--- src/rtl/sdac_pkg.sv ---
package sdac_pkg;

  localparam int unsigned FRAME_BITS = 16;
  localparam int unsigned FIELD_MAX  = 12;
  localparam int unsigned CNT_W      = $clog2(FRAME_BITS + 1);

  typedef logic [FRAME_BITS-1:0] frame_t;

  typedef struct packed {
    logic                 chan;
    logic                 refb;
    logic [1:0]           mode;
    logic [FIELD_MAX-1:0] data;
  } cmd_t;

  // Channel select sits in the top bit of the frame.
  function automatic logic f_chan(input frame_t f);
    return f[15];
  endfunction

  function automatic logic f_refb(input frame_t f);
    return f[14];
  endfunction

  function automatic logic [1:0] f_mode(input frame_t f);
    return f[13:12];
  endfunction

  // Data field right-aligned for a width w; bits below the field are dropped.
  function automatic logic [FIELD_MAX-1:0] f_data(input frame_t f, input int unsigned w);
    logic [FIELD_MAX-1:0] raw;
    raw = f[FIELD_MAX-1:0];
    return raw >> (FIELD_MAX - w);
  endfunction

  function automatic cmd_t f_decode(input frame_t f, input int unsigned w);
    cmd_t c;
    c.chan = f_chan(f);
    c.refb = f_refb(f);
    c.mode = f_mode(f);
    c.data = f_data(f, w);
    return c;
  endfunction

endpackage

--- src/rtl/sdac_sync.sv ---
module sdac_sync #(
  parameter int unsigned W      = 3,
  parameter int unsigned STAGES = 2,
  parameter logic [W-1:0] RST_VAL = '0
) (
  input  logic         clk,
  input  logic         rst_n,
  input  logic [W-1:0] d_in,
  output logic [W-1:0] d_out
);

  logic [W-1:0] stage_q [STAGES];

  for (genvar s = 0; s < STAGES; s++) begin : g_stage
    always_ff @(posedge clk or negedge rst_n) begin
      if (!rst_n) stage_q[s] <= RST_VAL;
      else if (s == 0) stage_q[s] <= d_in;
      else stage_q[s] <= stage_q[(s == 0) ? 0 : s-1];
    end
  end

  assign d_out = stage_q[STAGES-1];

endmodule

--- src/rtl/sdac_edge.sv ---
module sdac_edge (
  input  logic clk,
  input  logic rst_n,
  input  logic sclk_s,
  output logic fall
);

  logic sclk_d;

  always_ff @(posedge clk or negedge rst_n) begin
    if (!rst_n) sclk_d <= 1'b1;
    else        sclk_d <= sclk_s;
  end

  assign fall = sclk_d & ~sclk_s;

endmodule

--- src/rtl/sdac_frame.sv ---
module sdac_frame
  import sdac_pkg::*;
(
  input  logic             clk,
  input  logic             rst_n,
  input  logic             sync_hi,
  input  logic             fall,
  input  logic             din_s,
  output frame_t           word,
  output logic             frame_end,
  output logic [CNT_W-1:0] cnt,
  output logic             done
);

  frame_t shreg;
  logic   take;

  assign done      = (cnt == CNT_W'(FRAME_BITS));
  assign take      = fall & ~sync_hi & ~done;
  assign frame_end = take & (cnt == CNT_W'(FRAME_BITS - 1));
  assign word      = {shreg[FRAME_BITS-2:0], din_s};

  always_ff @(posedge clk or negedge rst_n) begin
    if (!rst_n) begin
      cnt   <= '0;
      shreg <= '0;
    end else if (sync_hi) begin
      cnt <= '0;
    end else if (take) begin
      shreg <= word;
      cnt   <= cnt + 1'b1;
    end
  end

endmodule

--- src/rtl/sdac_cmd_rx.sv ---
module sdac_cmd_rx
  import sdac_pkg::*;
#(
  parameter int unsigned DATA_W      = 12,
  parameter int unsigned SYNC_STAGES = 2
) (
  input  logic              clk,
  input  logic              rst_n,
  input  logic              ser_clk,
  input  logic              ser_sel_n,
  input  logic              ser_din,
  output logic              wr_stb,
  output logic              wr_chan,
  output logic              ref_buf,
  output logic [1:0]        mode,
  output logic [DATA_W-1:0] wr_data
);

  logic [2:0]       sync_bus;
  logic             sclk_s, sync_hi, din_s;
  logic             fall, frame_end, done;
  logic [CNT_W-1:0] cnt;
  frame_t           word;
  cmd_t             cmd;

  sdac_sync #(.W(3), .STAGES(SYNC_STAGES), .RST_VAL(3'b011)) u_sync (
    .clk   (clk),
    .rst_n (rst_n),
    .d_in  ({ser_din, ser_sel_n, ser_clk}),
    .d_out (sync_bus)
  );

  assign sclk_s  = sync_bus[0];
  assign sync_hi = sync_bus[1];
  assign din_s   = sync_bus[2];

  sdac_edge u_edge (
    .clk    (clk),
    .rst_n  (rst_n),
    .sclk_s (sclk_s),
    .fall   (fall)
  );

  sdac_frame u_frame (
    .clk       (clk),
    .rst_n     (rst_n),
    .sync_hi   (sync_hi),
    .fall      (fall),
    .din_s     (din_s),
    .word      (word),
    .frame_end (frame_end),
    .cnt       (cnt),
    .done      (done)
  );

  assign cmd = f_decode(word, DATA_W);

  always_ff @(posedge clk or negedge rst_n) begin
    if (!rst_n) begin
      wr_stb  <= 1'b0;
      wr_chan <= 1'b0;
      ref_buf <= 1'b0;
      mode    <= 2'b00;
      wr_data <= '0;
    end else begin
      wr_stb <= frame_end;
      if (frame_end) begin
        wr_chan <= cmd.chan;
        ref_buf <= cmd.refb;
        mode    <= cmd.mode;
        wr_data <= cmd.data[DATA_W-1:0];
      end
    end
  end

endmodule

--- config.mk ---
export PLATFORM = sky130hd
export DESIGN_NAME = sdac_cmd_rx
export DESIGN_NICKNAME = d
export VERILOG_FILES = /design/src/rtl/sdac_pkg.sv /design/src/rtl/sdac_sync.sv /design/src/rtl/sdac_edge.sv /design/src/rtl/sdac_frame.sv /design/src/rtl/sdac_cmd_rx.sv
export SDC_FILE = /design/constraint.sdc
export NUM_CORES = 1
export LEC_CHECK = 0
export ABC_AREA = 1
export BUFFER_PORTS_ARGS = -buffer_cell sky130_fd_sc_hd__buf_4
export CAP_MARGIN = 20
export CORE_MARGIN = 10
export CORE_UTILIZATION = 35
export DETAILED_ROUTE_END_ITERATION = 8
export PLACE_DENSITY = 0.51
export SLEW_MARGIN = 20
export SYNTH_ARGS = -nofsm -noshare
export SYNTH_HDL_FRONTEND = slang
export SYNTH_SLANG_ARGS = --single-unit
--- constraint.sdc ---
create_clock -name clk -period 3.05 [get_ports clk]
set_input_delay 0.4575 -clock clk [delete_from_list [all_inputs] [get_ports clk]]
set_output_delay 0.4575 -clock clk [all_outputs]
set_load 0.005 [all_outputs]
==> results of run 1 <==
[metal layers]
| layer | vias up | GRT usage (%) |
|---|---|---|
| met5 | - | 0 |
| met4 | 0 | 3.085 |
| met3 | 5 | 2.958 |
| met2 | 24 | 12.85 |
| met1 | 594 | 11.15 |
| li1 | 636 | - |
[worst paths after layout]
| check | start | to | slack (ns) | depth (start not counted) |
|---|---|---|---|---|
| hold reg to reg | u_sync.stage_q[3] | u_sync.d_out[0] | 0.36 | 0 |
| hold / removal | rst_n | mode[0] | 0.14 | 1 |
| min in group clk | ser_din | u_sync.stage_q[5] | 0.27 | 1 |
| max in group asynchronous | rst_n | u_sync.stage_q[4] | 2.53 | 1 |
| setup reg to reg | u_frame.cnt[0] | wr_data[2] | 1.06 | 7 |
| setup / recovery | u_frame.cnt[0] | wr_data[2] | 1.06 | 7 |
[flip-flops by register name, indices dropped and copies added, names as in the netlist]
signal / flops
u_sync.stage_q: 3
u_edge.sclk_d: 1
u_frame.cnt: 5
wr_data: 12
wr_chan: 1
wr_stb: 1
u_frame.shreg: 15
mode: 2
ref_buf: 1
u_sync.d_out: 3
[worst max-delay path: cells and delay by family (launching register included)]
kind,cells,cell delay [ns]
fa+ha+maj,2,0.76
flops,1,0.41
simple gates,5,0.70
[stage by stage]
stage                     hold WS, ns  utilization, %  instance area [sq um]
after global routing           0.1864           41.43                   2130
after floorplan                0.1619               -                   1871
after CTS                      0.1686           41.43                   2130
after global placement         0.3383           39.68                   2039
final                          0.1427           41.43                   2130
after detailed placement       0.3451           39.68                   2039
[layout make-up]
class | instances | area [sq um]
Sequential cell | 44 | 1107
Tap cell | 70 | 87.58
Timing Repair Buffer | 21 | 157.7
Clock buffer | 8 | 90.09
Fill cell | 511 | 3010
Inverter | 11 | 46.29
Multi-Input combinational cell | 125 | 640.6
[synth_stat cells (2+ instances only)]
master / n / area (sq um)
buf_2: 3 / 15.01
nand2_4: 2 / 22.52
nor2_1: 3 / 11.26
dfrtp_1: 39 / 975.9
nand4_1: 17 / 106.4
dfstp_2: 5 / 131.4
nand3_1: 6 / 30.03
inv_1: 9 / 33.78
ha_1: 3 / 37.54
buf_4: 2 / 15.01
buf_6: 2 / 22.52
nand2_1: 68 / 255.2
nand2_2: 19 / 118.9
[kinds of logic after synthesis]
family,count (synthesis),synth area share (%)
compound gates,3,0.8019
xor+xnor,1,0.4683
fa+ha+maj,3,2.007
buf+inv,20,6.554
flops,44,59.20
simple gates,118,30.97
[power groups by stage]
stage          Combinational, W  Clock, W  Sequential (W)
2_1_floorplan         0.0000452         0        0.000650
3_3_place_gp          0.0000632         0        0.000658
3_5_place_dp          0.0000653         0        0.000658
4_1_cts               0.0000657  0.000385        0.000647
5_1_grt               0.0000767  0.000411        0.000652
6_report              0.0000637  0.000370        0.000648
==> reports/results.tsv, run 1 <==
stage	metric	value	unit
run_status	status	finished, final reports clean	
place	dp_worst_setup_slack	1.051	ns
synth	ys_types	24	
floorplan	die_area	8669	sq um
cells_and_area	area_growth	13.85	%
setup_path	cp_max_fo	17	
routing	wl	3389	um
timing	timing_worst_slew_pin_value	0.7382	ns
cells_and_area	n_antenna_cell	0	
clocking	cts_root_buffer	clkbuf_8	
timing	fin_ws	1.057	ns
place	dp_hpwl	2336	um
routing	wl_met1	1712	um
power	clockPowerShare	34.2	%
setup_path	cp-end-kind	flip-flop	
synth	postSynthAreaPerCell	9.897	sq um
timing	slew_viol_final	0	
routing	first_pass_iters	4	
synth	synth_cells	189	
setup_path	cp_cell_sequence	ha_1 -> nand2_1 -> nor2_1 -> ha_1 -> nand3_4 -> nand2_1 -> nand2_1	
clocking	clock_latency	0.29	ns
setup_path	cp-start-kind	flip-flop	
synth	synth_fp_nets	197	
clocking	cts_tree	done	
cells_and_area	finalNonFillerCells	279	
clocking	cts_resized	0	
clocking	cts-htree-levels	2	
timing	relSlewSlack	50.73	%
timing	final-setup-viol-count	0	
timing	fmax	501.8	MHz
power	power_density	507.9	nW/um^2
timing	finalClockSkew	0.005088	ns
synth	ys.warnings.count	0	
synth	ys_seq_elements	44	
clocking	postCtsHoldBufs	0	
global_routing	antenna_found_initial	0	
global_routing	grt_max_degree	45	
setup_path	worstPathRequired	3.23	ns
cells_and_area	layout_common_cells	nand2_1, dfrtp_1, buf_4, nand2_2, nand4_1	
synth	synth_top_flop_cell	dfrtp_1	
power	power_leakage	1.136	nW
power	power	0.001082	W
setup_path	arrival	2.18	ns
timing	rsz0062_at_grt	no	
routing	wl_per_cell	12.15	um
routing	highest-signal-layer	met4	
cells_and_area	nNetsFinal	216	
power	ir_worst_vdd	0.2937	mV
routing	met2_wirelength	1493	um
floorplan	coreArea	5140	sq um
power	p_sw	0.0002567	W
synth	async_flop_share	100.0	%
global_routing	grt_pass1_wl	6134	um
clocking	cts_sinks	44	
place	port_buffers	21	
timing	period_needed	1.993	ns
floorplan	io_pins	22	
timing	setup_tns	0	ns
routing	drtIter0Drc	62	
synth	synth_area	1871	sq um
floorplan	die_y	93.11	um
synth	ys_seq_area_share	59.20	%
cells_and_area	final_common_cell	nand2_1	
global_routing	grtUsageTotal	8.568	%
hold_path	hold_class	in2async	
cells_and_area	drive_above_1_share	27.75	%
power	power_frac_seq	59.9	%
floorplan	start_util	36.39	%
global_routing	grt_pass1_vias	1252	
global_routing	gr-total-overflow	0	
routing	drc	0	
setup_path	path_class	reg2reg	
routing	wl_met3	151	um
routing	viasPerCell	4.513	
power	p_int	0.0008249	W
synth	synth-edff-count	0	
setup_path	slowest_stage	ha_1	
power	p_sw_share	23.73	%
clocking	clk_pin_slew_worst_paths	0.08	ns
timing	hold_viol	0	
clocking	clockBufferDepth	2	
place	post-place-cells	271	
power	combPwrFrac	5.9	%
clocking	numCtsBuffers	5	
setup_path	crit_path_frequent_cell	nand2_1	
setup_path	max_stage_delay	0.56	ns
place	place_congestion	0.7109	
floorplan	rows	26	
routing	vias	1259	
routing	antenna_left	0	
floorplan	die_x	93.11	um
flow_run	maxCapViolations	0	
timing	post-route-period-util	65.34	%
clocking	post_cts_buffers	0	
(Power assumes the default switching activity.)
==> run 2: changes to the inputs <==
--- a/config.mk
+++ b/config.mk
@@ -11,7 +11,7 @@
 export CORE_MARGIN = 10
 export CORE_UTILIZATION = 35
 export DETAILED_ROUTE_END_ITERATION = 8
-export PLACE_DENSITY = 0.51
+export PLACE_DENSITY = 0.53
 export SLEW_MARGIN = 20
 export SYNTH_ARGS = -nofsm -noshare
 export SYNTH_HDL_FRONTEND = slang
==> constraint.sdc (replaced) <==
create_clock -name clk -period 1.8 [get_ports clk]
set_input_delay 0.27 -clock clk [delete_from_list [all_inputs] [get_ports clk]]
set_output_delay 0.27 -clock clk [all_outputs]
set_load 0.005 [all_outputs]
==> reports/results.tsv, run 2 (same netlist as run 1, synthesis figures left out) <==
stage	metric	value	unit
global_routing	antenna_found_initial	0	
setup_path	cp-end-kind	flip-flop	
power	power_leakage	1.176	nW
setup_path	cp-start-kind	flip-flop	
floorplan	die_y	93.11	um
cells_and_area	layout_common_cells	nand2_1, dfrtp_1, buf_4, nand2_2, nand4_1	
cells_and_area	nNetsFinal	221	
routing	first_pass_iters	4	
cells_and_area	top_register	u_frame.shreg	
cells_and_area	n_antenna_cell	0	
routing	antenna_left	0	
floorplan	coreArea	5140	sq um
routing	viasPerCell	4.468	
setup_path	ff2ff_path_depth	9	
setup_path	cp_max_fo	18	
floorplan	io_pins	22	
clocking	clk_pin_slew_worst_paths	0.08	ns
setup_path	regToRegSetupSlack	0.25	ns
power	power	0.001952	W
clocking	cts_resized	0	
power	power_density	885.9	nW/um^2
timing	rsz0062_at_grt	no	
cells_and_area	final_common_cell	nand2_1	
global_routing	grt_pass1_vias	1277	
cells_and_area	seqCellArea	1107	sq um
setup_path	rr_startpoint	u_frame.cnt[0]	
place	port_buffers	21	
flow_run	maxCapViolations	0	
routing	drc	0	
global_routing	gr-usage-met3	2.798	%
cells_and_area	fillers	525	
cells_and_area	reg_top3	u_frame.shreg: 15 flops, wr_data: 12 flops, u_frame.cnt: 5 flops	
clocking	numCtsBuffers	5	
timing	hold_viol	0	
global_routing	gr-total-overflow	0	
timing	fmax	646.4	MHz
floorplan	start_util	36.39	%
routing	vias	1269	
hold_path	hold_class	in2reg	
place	dpl_cell_area	2062	sq um
hold_path	holdCritStartpoint	ser_din	
clocking	clockBufferDepth	2	
timing	timing_worst_slew_pin_value	0.5414	ns
power	ir_worst_vdd	0.4769	mV
clocking	cts-htree-levels	2	
clocking	cts_sinks	44	
global_routing	grt_busiest_layer	met2	
routing	drtIter0Drc	79	
global_routing	met2_usage	13.20	%
floorplan	die_area	8669	sq um
global_routing	grt_max_degree	45	
routing	wl_per_cell	12.15	um
floorplan	die_x	93.11	um
timing	final-setup-viol-count	0	
global_routing	grt_pass1_wl	5913	um
floorplan	rows	26	
timing	setup_tns	0	ns
global_routing	grtUsageTotal	8.353	%
routing	wl	3451	um
clocking	clock_latency	0.30	ns
cells_and_area	drive_above_1_share	29.91	%
hold_path	min_path_cells	1	
setup_path	r2r-end	wr_data[1]	
run_status	status	finished, final reports clean	
setup_path	arrival	1.74	ns
timing	finalClockSkew	0.007498	ns
hold_path	hold_end	u_sync.stage_q[5]	
clocking	cts_root_buffer	clkbuf_8	
cells_and_area	fin_area	2203	sq um
place	dp_hpwl	2255	um
cells_and_area	multiInputGateArea	640.6	sq um
timing	period_needed	1.547	ns
cells_and_area	area_growth	17.79	%
setup_path	path_class	reg2reg	
clocking	cts_tree	done	
timing	slew_viol_final	0	
global_routing	grt_use_met1	10.05	%
setup_path	worstPathRequired	1.99	ns
timing	relSlewSlack	63.91	%
cells_and_area	largest_register_ffs	15	
place	place_congestion	0.7466	
timing	post-route-period-util	85.95	%
cells_and_area	utilization	42.87	%
[run 2: repair_timing]
| action | CTS | global route |
|---|---|---|
| hold buffers | 1 | 0 |
| hold endpoints to repair | 39 | 0 |
| setup buffers | 0 | 1 |
| setup endpoints to repair | 0 | 1 |
[run 2: worst max-delay path by stage]
stage / start / endpoint / depth (start not counted)
6_report: u_frame.cnt[0] / wr_data[1] / 9
5_1_grt: u_frame.cnt[0] / wr_data[1] / 9
4_1_cts: u_frame.cnt[0] / wr_data[1] / 8
3_5_place_dp: u_frame.cnt[0] / wr_data[3] / 8
3_3_place_gp: u_frame.cnt[0] / wr_data[1] / 8
2_1_floorplan: u_frame.cnt[0] / mode[0] / 8
[run 2: per-layer routing]
layer	part of all wire, %	up-vias
li1	-	646
met1	50	595
met2	45	23
met3	3.9	5
met4	1.2	0
met5	0	-
[run 2: metrics by stage]
step / std cells / worst slack [ns] / hold slack, ns
2_1_floorplan: 189 / 0.2529 / -0.02559
3_3_place_gp: 274 / 0.1973 / 0.3014
3_5_place_dp: 274 / 0.1598 / 0.3000
4_1_cts: 283 / 0.1476 / 0.06417
5_1_grt: 284 / 0.1056 / 0.06197
6_report: 284 / 0.2529 / 0.07731
[run 2: layout make-up]
cell class / instances / share of cell area (%)
Sequential cell: 44 / 50.26
Multi-Input combinational cell: 125 / 29.07
Clock inverter: 3 / 1.931
Tap cell: 70 / 3.975
Clock buffer: 5 / 3.123
Inverter: 11 / 2.101
Timing Repair Buffer: 26 / 9.540
[run 2: power by group]
part | switching (W) | leakage (nW) | internal, W
Combinational | 0.0000739 | 0.536 | 0.0000374
Sequential | 0.0000438 | 0.586 | 0.00105
Clock | 0.000337 | 0.0541 | 0.000411
Total | 0.000454 | 1.18 | 0.00150
[run 2: worst max-delay path, cell delays in order (launching register included)]
cell and delay [ns]:
dfrtp_1 0.42, inv_1 0.08, ha_1 0.20, nand2_1 0.08, inv_1 0.07, nand2_4 0.21, nand3_4 0.10, buf_12 0.17
nand2_1 0.06, nand2_1 0.05
